File: src/rtl/atm_pkg.sv
package atm_pkg;

    localparam logic [3:0] LAYOUT_LEGACY = 4'd2;
    localparam logic [3:0] LAYOUT_EXT    = 4'd6;

    // Decoded window length in bytes for a size code; unsupported codes widen to 8.
    function automatic logic [3:0] win_bytes(input logic [3:0] code);
        case (code)
            4'd1:    win_bytes = 4'd1;
            4'd2:    win_bytes = 4'd2;
            4'd3:    win_bytes = 4'd4;
            4'd5:    win_bytes = 4'd8;
            default: win_bytes = 4'd8;
        endcase
    endfunction

endpackage

File: src/rtl/atm_slot.sv
module atm_slot #(
    parameter int XLEN = 32
) (
    input  logic            clk,
    input  logic            rst_n,
    input  logic [XLEN-1:0] ctrl,
    input  logic [XLEN-1:0] cmp,
    input  logic            fetch_valid,
    input  logic [XLEN-1:0] fetch_pc,
    input  logic            ld_en,
    input  logic            st_en,
    input  logic [XLEN-1:0] data_addr,
    input  logic [1:0]      data_size,
    input  logic [1:0]      priv,
    input  logic            virt,
    output logic            hit
);
    import atm_pkg::*;

    localparam int AW = XLEN + 1;

    logic [3:0]    layout;
    logic          is_legacy, is_ext;
    logic          mode_any, rwx_any, armed, priv_ok;
    logic [1:0]    size_hi;
    logic [3:0]    size_code;
    logic [AW-1:0] win_lo, win_hi, acc_lo, acc_hi;
    logic          overlap, exec_hit, data_hit;

    always_comb begin
        layout    = ctrl[XLEN-1 -: 4];
        is_legacy = (layout == LAYOUT_LEGACY);
        is_ext    = (layout == LAYOUT_EXT);

        mode_any = ctrl[3] | ctrl[4] | ctrl[6] | (is_ext & (ctrl[23] | ctrl[24]));
        rwx_any  = |ctrl[2:0];
        armed    = (is_legacy | is_ext) & mode_any & rwx_any;

        if (virt) begin
            priv_ok = is_ext & (priv != 2'd3) & ctrl[23 + 32'(priv)];
        end else begin
            priv_ok = ctrl[3 + 32'(priv)];
        end

        size_hi   = (XLEN == 64) ? ctrl[22:21] : 2'b00;
        size_code = is_ext ? ctrl[19:16] : {size_hi, ctrl[17:16]};

        win_lo  = {1'b0, cmp};
        win_hi  = win_lo + AW'(win_bytes(size_code));
        acc_lo  = {1'b0, data_addr};
        acc_hi  = acc_lo + (AW'(1) << data_size);
        overlap = (acc_lo < win_hi) && (win_lo < acc_hi);

        exec_hit = ctrl[2] & fetch_valid & (fetch_pc == cmp);
        data_hit = ((ctrl[0] & ld_en) | (ctrl[1] & st_en)) & overlap;

        hit = armed & priv_ok & (exec_hit | data_hit);
    end

    p_unarmed_quiet_r1: assert property (@(posedge clk) disable iff (!rst_n)
        (!(|ctrl[2:0])) |-> !hit);
    p_legacy_virt_quiet_r6: assert property (@(posedge clk) disable iff (!rst_n)
        (virt && ctrl[XLEN-1 -: 4] == LAYOUT_LEGACY) |-> !hit);
    p_unknown_layout_quiet_r7: assert property (@(posedge clk) disable iff (!rst_n)
        (ctrl[XLEN-1 -: 4] != LAYOUT_LEGACY && ctrl[XLEN-1 -: 4] != LAYOUT_EXT) |-> !hit);
    p_idle_quiet_r3: assert property (@(posedge clk) disable iff (!rst_n)
        (!fetch_valid && !ld_en && !st_en) |-> !hit);

endmodule

File: src/rtl/atm_first_hit.sv
module atm_first_hit #(
    parameter int N  = 4,
    parameter int IW = (N > 1) ? $clog2(N) : 1
) (
    input  logic [N-1:0]  req,
    output logic          any,
    output logic [IW-1:0] idx
);
    always_comb begin
        any = |req;
        idx = '0;
        for (int i = N - 1; i >= 0; i--) begin
            if (req[i]) begin
                idx = IW'(i);
            end
        end
    end
endmodule

File: src/rtl/addr_trigger_match.sv
module addr_trigger_match #(
    parameter int NUM_SLOTS = 4,
    parameter int XLEN      = 32,
    localparam int IW       = (NUM_SLOTS > 1) ? $clog2(NUM_SLOTS) : 1
) (
    input  logic                      clk,
    input  logic                      rst_n,
    input  logic [NUM_SLOTS*XLEN-1:0] ctrl_flat,
    input  logic [NUM_SLOTS*XLEN-1:0] cmp_flat,
    input  logic                      fetch_valid,
    input  logic [XLEN-1:0]           fetch_pc,
    input  logic                      ld_en,
    input  logic                      st_en,
    input  logic [XLEN-1:0]           data_addr,
    input  logic [1:0]                data_size,
    input  logic [1:0]                priv,
    input  logic                      virt,
    output logic                      brk_req,
    output logic [IW-1:0]             brk_slot
);
    typedef struct packed {
        logic          req;
        logic [IW-1:0] slot;
    } brk_state_t;

    logic [NUM_SLOTS-1:0] slot_hit;
    logic                 any_hit;
    logic [IW-1:0]        first_idx;
    brk_state_t           st_d, st_q;

    for (genvar g = 0; g < NUM_SLOTS; g++) begin : g_slot
        atm_slot #(.XLEN(XLEN)) u_slot (
            .clk         (clk),
            .rst_n       (rst_n),
            .ctrl        (ctrl_flat[g*XLEN +: XLEN]),
            .cmp         (cmp_flat[g*XLEN +: XLEN]),
            .fetch_valid (fetch_valid),
            .fetch_pc    (fetch_pc),
            .ld_en       (ld_en),
            .st_en       (st_en),
            .data_addr   (data_addr),
            .data_size   (data_size),
            .priv        (priv),
            .virt        (virt),
            .hit         (slot_hit[g])
        );
    end

    atm_first_hit #(.N(NUM_SLOTS), .IW(IW)) u_first (
        .req (slot_hit),
        .any (any_hit),
        .idx (first_idx)
    );

    always_comb begin
        st_d.req  = any_hit;
        st_d.slot = any_hit ? first_idx : '0;
    end

    always_ff @(posedge clk or negedge rst_n) begin
        if (!rst_n) begin
            st_q <= '0;
        end else begin
            st_q <= st_d;
        end
    end

    assign brk_req  = st_q.req;
    assign brk_slot = st_q.slot;

    p_hit_raises_req_r10: assert property (@(posedge clk) disable iff (!rst_n)
        (|slot_hit) |=> brk_req);
    p_no_hit_no_req_r10: assert property (@(posedge clk) disable iff (!rst_n)
        (slot_hit == '0) |=> (!brk_req && brk_slot == '0));
    p_idle_no_req_r10: assert property (@(posedge clk) disable iff (!rst_n)
        (!fetch_valid && !ld_en && !st_en) |=> !brk_req);

endmodule

File: config.mk
export PLATFORM = sky130hd
export DESIGN_NAME = addr_trigger_match
export DESIGN_NICKNAME = d
export VERILOG_FILES = /design/src/rtl/atm_pkg.sv /design/src/rtl/atm_slot.sv /design/src/rtl/atm_first_hit.sv /design/src/rtl/addr_trigger_match.sv
export SDC_FILE = /design/constraint.sdc
export NUM_CORES = 1
export LEC_CHECK = 0
export BUFFER_PORTS_ARGS = -buffer_cell sky130_fd_sc_hd__buf_4
export CAP_MARGIN = 0
export CORE_MARGIN = 3
export CORE_UTILIZATION = 35
export DETAILED_ROUTE_END_ITERATION = 8
export SLEW_MARGIN = 30
export SYNTH_ARGS = -nofsm -noshare
export SYNTH_HDL_FRONTEND = slang
export SYNTH_HIERARCHICAL = 1
export SYNTH_SLANG_ARGS = --single-unit
export TNS_END_PERCENT = 5
File: constraint.sdc
create_clock -name clk -period 0.8 [get_ports clk]
set_input_delay 0.08 -clock clk [delete_from_list [all_inputs] [get_ports clk]]
set_output_delay 0.08 -clock clk [all_outputs]
set_load 0.005 [all_outputs]
==> results of run 1 <==
==> flip-flops by register name, indices dropped and copies added, names as in the netlist <==
| name | cells |
|---|---|
| brk_req | 1 |
| brk_slot | 2 |
==> layout make-up <==
type | count | area [sq um] | share of cell area
Inverter | 56 | 212.7 | 0.01042
Tap cell | 468 | 585.6 | 0.02868
Clock buffer | 4 | 78.83 | 0.003860
Sequential cell | 3 | 75.07 | 0.003676
Timing Repair Buffer | 824 | 6355 | 0.3112
Multi-Input combinational cell | 1597 | 13110 | 0.6420
Antenna cell | 1 | 2.502 | 0.0001225
==> stage by stage <==
stage / hold WS [ns] / worst slack [ns] / instances
finish: 0.2063 / -3.476 / 2953
global route: 0.2081 / -3.643 / 2952
CTS: 0.2055 / -3.453 / 2944
detailed placement: -0.1277 / -4.384 / 2935
global placement: -0.1309 / -4.307 / 2935
floorplan: -0.2156 / -3.212 / 1662
==> layer usage <==
metal,global-route usage,wire [um],up-vias
li1,-,-,7870
met4,0.07887,1840,0
met5,0,0,-
met1,0.3554,25420,7398
met2,0.5230,28550,441
met3,0.01366,2842,74
==> cell usage after synthesis, drive strengths merged, types with 16 or more instances <==
cell | n | area, sq um
a21oi | 92 | 464.2
nor2 | 92 | 347.8
a211oi | 19 | 142.6
nor2b | 19 | 118.9
nor3 | 28 | 155.2
xnor2 | 146 | 1279
nor4 | 34 | 240.2
mux4 | 16 | 360.4
xor2 | 222 | 1944
and4 | 31 | 276.5
nand2 | 142 | 533.0
and3 | 49 | 324.0
o21ai | 58 | 297.8
ha | 288 | 3603
nand3 | 74 | 382.9
nand4 | 94 | 618.1
a21o | 40 | 300.3
inv | 56 | 210.2
and2 | 18 | 112.6
==> where the power goes <==
group / leakage [nW] / internal (mW) / switching (mW) / total [mW]
combinational: 9.58 / 5.42 / 5.26 / 10.7
clock: 0.0382 / 0.660 / 0.159 / 0.819
sequential: 0.0418 / 0.155 / 0.00136 / 0.156
==> what timing repair did <==
action,CTS,global route
endpoints found under the setup margin,6,6
buffers inserted,4,8
hold endpoints to repair,3,0
gates resized for setup,58,41
hold buffers,1,0
pin swaps,28,68
==> path summary, 6_finish.rpt <==
check | start | endpoint | slack, ns | depth (start not counted)
setup / recovery | ctrl_flat[115] | brk_slot[1]$_DFF_PN0_ | -3.48 | 24
hold / removal | rst_n | brk_slot[0]$_DFF_PN0_ | 0.21 | 2
max in group asynchronous | rst_n | brk_req$_DFF_PN0_ | 0.50 | 2
min in group clk | ctrl_flat[61] | brk_slot[0]$_DFF_PN0_ | 0.58 | 7
==> logic make-up (layout without fill, tap and decap cells) <==
group,count (synthesis),in the layout,synth area share
multiplexers,24,24,0.03389
XOR/XNOR,368,368,0.2466
flip-flops,3,3,0.005744
buffers and inverters,62,884,0.01781
adder cells (fa/ha/maj),296,296,0.2880
AND/OR/NAND/NOR,622,622,0.2650
AO/OA/AOI/OAI,287,287,0.1429
other,0,1,0
==> impl_metrics.toml, run 1 <==
[run_status]
status = "finished with violations"
violations = "setup timing"

[sta]
relSlewSlack = 0.5567
finalMaxSlewViolations = 0
tightest_slew_ns = 0.6558
setup-tns-final_ns = -10.35
hold_viol = 0
period_needed_ns = 4.276
setup_viol = 5
fin_crit_sh = 5.345
fin_ws_ns = -3.476
clock.fmax_mhz = 233.9
rsz0062_at_grt = "true"

[grt]
grt_max_degree = 18
grt_pass1_wl_um = 86660
grt_usage = 0.2825
antenna_found_initial = 2
grt-ovfl-total = 0
grt_pass1_vias = 16130

[routing]
drc_errors = 0
vias_per_cell = 5.345
vias = 15780
drtPass1Iterations = 5
wl_per_cell_um = 19.86
ant_nets = 0
drt-total-wl_um = 58650
drtIter0Drc = 755

[final_layout]
final_common_cell = "buf_4"
fin_util = 0.5564
fin_area_sq_um = 20420
final_layout_size_suffix_gt1_frac = 0.3808
nets = 3111
final_cell_mix = "buf_4 (802), ha_1 (284), xor2_1 (222)"
num-fill-cells = 3485
area_delta_synth_final_pct = 56.25

[power_and_ir_drop]
p_leak_nw = 9.659
p_total_mw = 11.65
vdd_drop_max_mv = 0.3402
powerDensity_nw_per_um2 = 570.7

[synthesis]
ys.flop_type = "dfrtp_1"
syn_avg_cell_area_sq_um = 7.863
synth_seq_area_share = 0.005744
ys_async_sr_fraction = 1.000
synth_nets = 2288
syn-cell-area_sq_um = 13070
synth.distinct_cells = 78
yosysWarnings = 6
syn_inst = 1662
synth-edff-count = 0
ys_seq_elements = 3

[critical_path]
crit_chain = "buf_6 > o2111ai_4 > buf_6 > and3b_1 > ha_2 > inv_2 > fa_2 > nor2b_2 > o21ai_2 > a2111o_1 > buf_4 > nor2_1 > xnor2_1 > ha_1 > and4_1 > a221oi_1 > o211ai_1 > o21ai_1 > o311ai_2 > a21oi_2 > buf_6 > nor2_4 > nor3_2 > and2_1"
critPathBufInv = 5
start_kind = "primary input"
slowest_delay_ns = 0.54
endpoint_kind = "register"
critical-path-top-delay-family = "compound AO/OA/AOI/OAI gates"
critPathKind = "primary input to register"
cp_common_cell = "buf_6"
worstPathArrival_ns = 4.45
path_max_fanout = 4
cp.required_ns = 0.97
slowest_stage = "a2111o_1"

[clock_network]
htreeDepth = 1
cts_tree = "done"
root_buffer = "clkbuf_16"
cts_buffers = 3
cts_num_sinks = 3
cts_max_path_buffers = 2
clk_pin_slew_ns = 0.03

[flow_run]
maxCapViolCount = 0

[floorplan]
start_util = 0.3561
chipWidth_um = 199.2
die_area_sq_um = 39690
row_count = 70
io_pins = 333
die_h_um = 199.2
fp.coreArea_sq_um = 36700

[place]
place_area_sq_um = 19850
gp_congestion = 0.9596
io_buffers = 300
dpl.hpwl_um = 53360

[min_path]
min_path_type = "primary input to async pin"
No activity file was read; power rests on OpenSTA's default activity.
==> inputs of run 2 (changes only) <==
BUFFER_PORTS_ARGS = -buffer_cell sky130_fd_sc_hd__buf_2   (was -buffer_cell sky130_fd_sc_hd__buf_4)
SYNTH_HIERARCHICAL = unset   (was 1)
==> impl_metrics.toml, run 2 <==
[run_status]
status = "finished with violations"
violations = "setup timing"

[final_layout]
final_common_cell = "buf_4"
num-fill-cells = 2934
final_cell_mix = "buf_4 (494), buf_2 (297), ha_1 (269)"
largest_reg_flops = 2
final_layout_size_suffix_gt1_frac = 0.4198
fin_util = 0.5713
nets = 2776
area_delta_synth_final_pct = 58.12

[synthesis]
syn_avg_cell_area_sq_um = 7.889
synth.most_common_cell = "ha_1"
synthTopCellsByCount = "ha_1 (270), xor2_1 (176), nand2_1 (119)"
yosysWarnings = 0
syn-cell-area_sq_um = 10880
yosysTopAreaCellShare = 0.3105
synth_nets = 1984
syn_inst = 1379
ys_async_sr_fraction = 1.000
synth_top_area_cell = "ha_1"
synth-edff-count = 0
synth.distinct_cells = 75
ys.flop_type = "dfrtp_1"
ys_top_cells_by_area = "ha_1 (31%), xor2_1 (14%), xnor2_1 (8.2%)"
synth_seq_area_share = 0.006901
ys_seq_elements = 3

[floorplan]
chipWidth_um = 182.3
die_area_sq_um = 33240
row_count = 63
io_pins = 333
die_h_um = 182.3
fp.coreArea_sq_um = 30110
start_util = 0.3613

[power_and_ir_drop]
powerDensity_nw_per_um2 = 626.5
p_leak_nw = 8.390
vdd_drop_max_mv = 0.4985
p_total_mw = 10.78

[routing]
drt-total-wl_um = 57050
vias = 14320
ant_nets = 0
vias_per_cell = 5.593
wl_per_cell_um = 22.28
drtIter0Drc = 1201
drtPass1Iterations = 8
drc_errors = 0

[clock_network]
cts_num_sinks = 3
root_buffer = "clkbuf_16"
clk_pin_slew_ns = 0.03
cts_max_path_buffers = 2
cts_buffers = 3
htreeDepth = 1
cts_tree = "done"

[flow_run]
maxCapViolCount = 0

[grt]
grt_pass1_vias = 14030
antenna_found_initial = 2
grt-ovfl-total = 0
grt.busiest_layer = "met2"
grt_max_degree = 12
grt_usage = 0.3271
gr-usage-met3 = 0.03269
met2_usage = 0.5332
grt_pass1_wl_um = 83210
grtUsageMet1 = 0.4598

[sta]
finalMaxSlewViolations = 0
rsz0062_at_grt = "true"
clock.fmax_mhz = 235.8
period_needed_ns = 4.241
tightest_slew_ns = 0.6314
relSlewSlack = 0.5754
fin_crit_sh = 5.301
fin_ws_ns = -3.441
setup-tns-final_ns = -10.35
hold_viol = 0
setup_viol = 6

[critical_path]
start_kind = "primary input"
cp.required_ns = 0.89
endpoint_kind = "register"
critical-path-top-delay-family = "simple AND/OR/NAND/NOR gates"
worstPathArrival_ns = 4.33
crit_chain = "buf_2 > nor2_1 > ha_1 > buf_4 > fa_1 > nand3_1 > a21oi_1 > buf_4 > buf_4 > and3_1 > xnor2_1 > buf_4 > ha_1 > nand4_1 > nor4_2 > buf_4 > nor2b_4 > a22oi_2 > a31o_1 > a21oi_2 > a211o_1 > a21oi_2 > or4_1"
slowest_delay_ns = 0.46
critPathBufInv = 6
path_max_fanout = 5
cp_common_cell = "buf_4"
critPathKind = "primary input to register"
slowest_stage = "or4_1"

[place]
dpl.hpwl_um = 51130
io_buffers = 300
dp_worst_setup_slack_ns = -4.005
gp_congestion = 1.032

[min_path]
min_path_type = "primary input to async pin"
[run 2: changes by cell type in the layout (fill, tap and decap cells not counted), moves of 19 or more]
cell     before  now
nand2_1     139  112
and3_1       42   22
inv_1        53   23
buf_2         0  297
buf_4       802  494
xnor2_1     146  100
nor2_1       83   64
xor2_1      222  174
[run 2: per-stage QoR]
stage / hold WS, ns / std cells / instance area (sq um)
detailed placement: -0.1194 / 2532 / 16500
floorplan: -0.2156 / 1379 / 10960
global route: 0.2256 / 2561 / 17200
CTS: 0.2246 / 2558 / 16990
global placement: -0.1236 / 2532 / 16500
finish: 0.2246 / 2561 / 17200
[run 2: logic make-up after synthesis]
logic type               share of synthesized area
AND/OR/NAND/NOR                             0.2359
XOR/XNOR                                    0.2238
AO/OA/AOI/OAI                               0.1594
adder cells (fa/ha/maj)                     0.3197
buffers and inverters                      0.01380
multiplexers                               0.04048
flip-flops                                0.006900
[run 2: worst paths after layout]
| check | start | to | slack, ns | cells past startpoint |
|---|---|---|---|---|
| setup / recovery | data_size[1] | brk_req$_DFF_PN0_ | -3.44 | 23 |
| min in group clk | ctrl_flat[94] | brk_slot[1]$_DFF_PN0_ | 0.49 | 7 |
| hold / removal | rst_n | brk_slot[0]$_DFF_PN0_ | 0.22 | 2 |
| max in group asynchronous | rst_n | brk_req$_DFF_PN0_ | 0.47 | 2 |
[run 2: metal layers]
metal / share of wire / vias to the layer above
met2: 0.45 / 602
met4: 0.030 / 2
met3: 0.072 / 96
met5: 0.00021 / -
met1: 0.44 / 6806
li1: - / 6818
[run 2: what timing repair did]
| item | 4_1_cts | 5_1_grt |
|---|---|---|
| pin swaps | 38 | 36 |
| hold endpoints to repair | 3 | 0 |
| gates resized for setup | 50 | 41 |
| setup buffers | 21 | 2 |
| hold buffers | 1 | 0 |
| endpoints found under the setup margin | 6 | 6 |
[run 2: area by class of cell]
type / instances / area [sq um] / share of cell area
Antenna cell: 1 / 2.502 / 0.0001455
Sequential cell: 3 / 75.07 / 0.004364
Multi-Input combinational cell: 1339 / 11130 / 0.6470
Tap cell: 390 / 488.0 / 0.02837
Clock buffer: 4 / 78.83 / 0.004582
Timing Repair Buffer: 801 / 5341 / 0.3105
Inverter: 23 / 86.33 / 0.005019
[run 2: power breakdown]
| group | leakage, nW | internal [mW] | switching [mW] | total [mW] |
|---|---|---|---|---|
| clock network | 0.0382 | 0.659 | 0.146 | 0.804 |
| logic | 8.31 | 4.72 | 5.09 | 9.82 |
| registers | 0.0418 | 0.155 | 0.00196 | 0.157 |
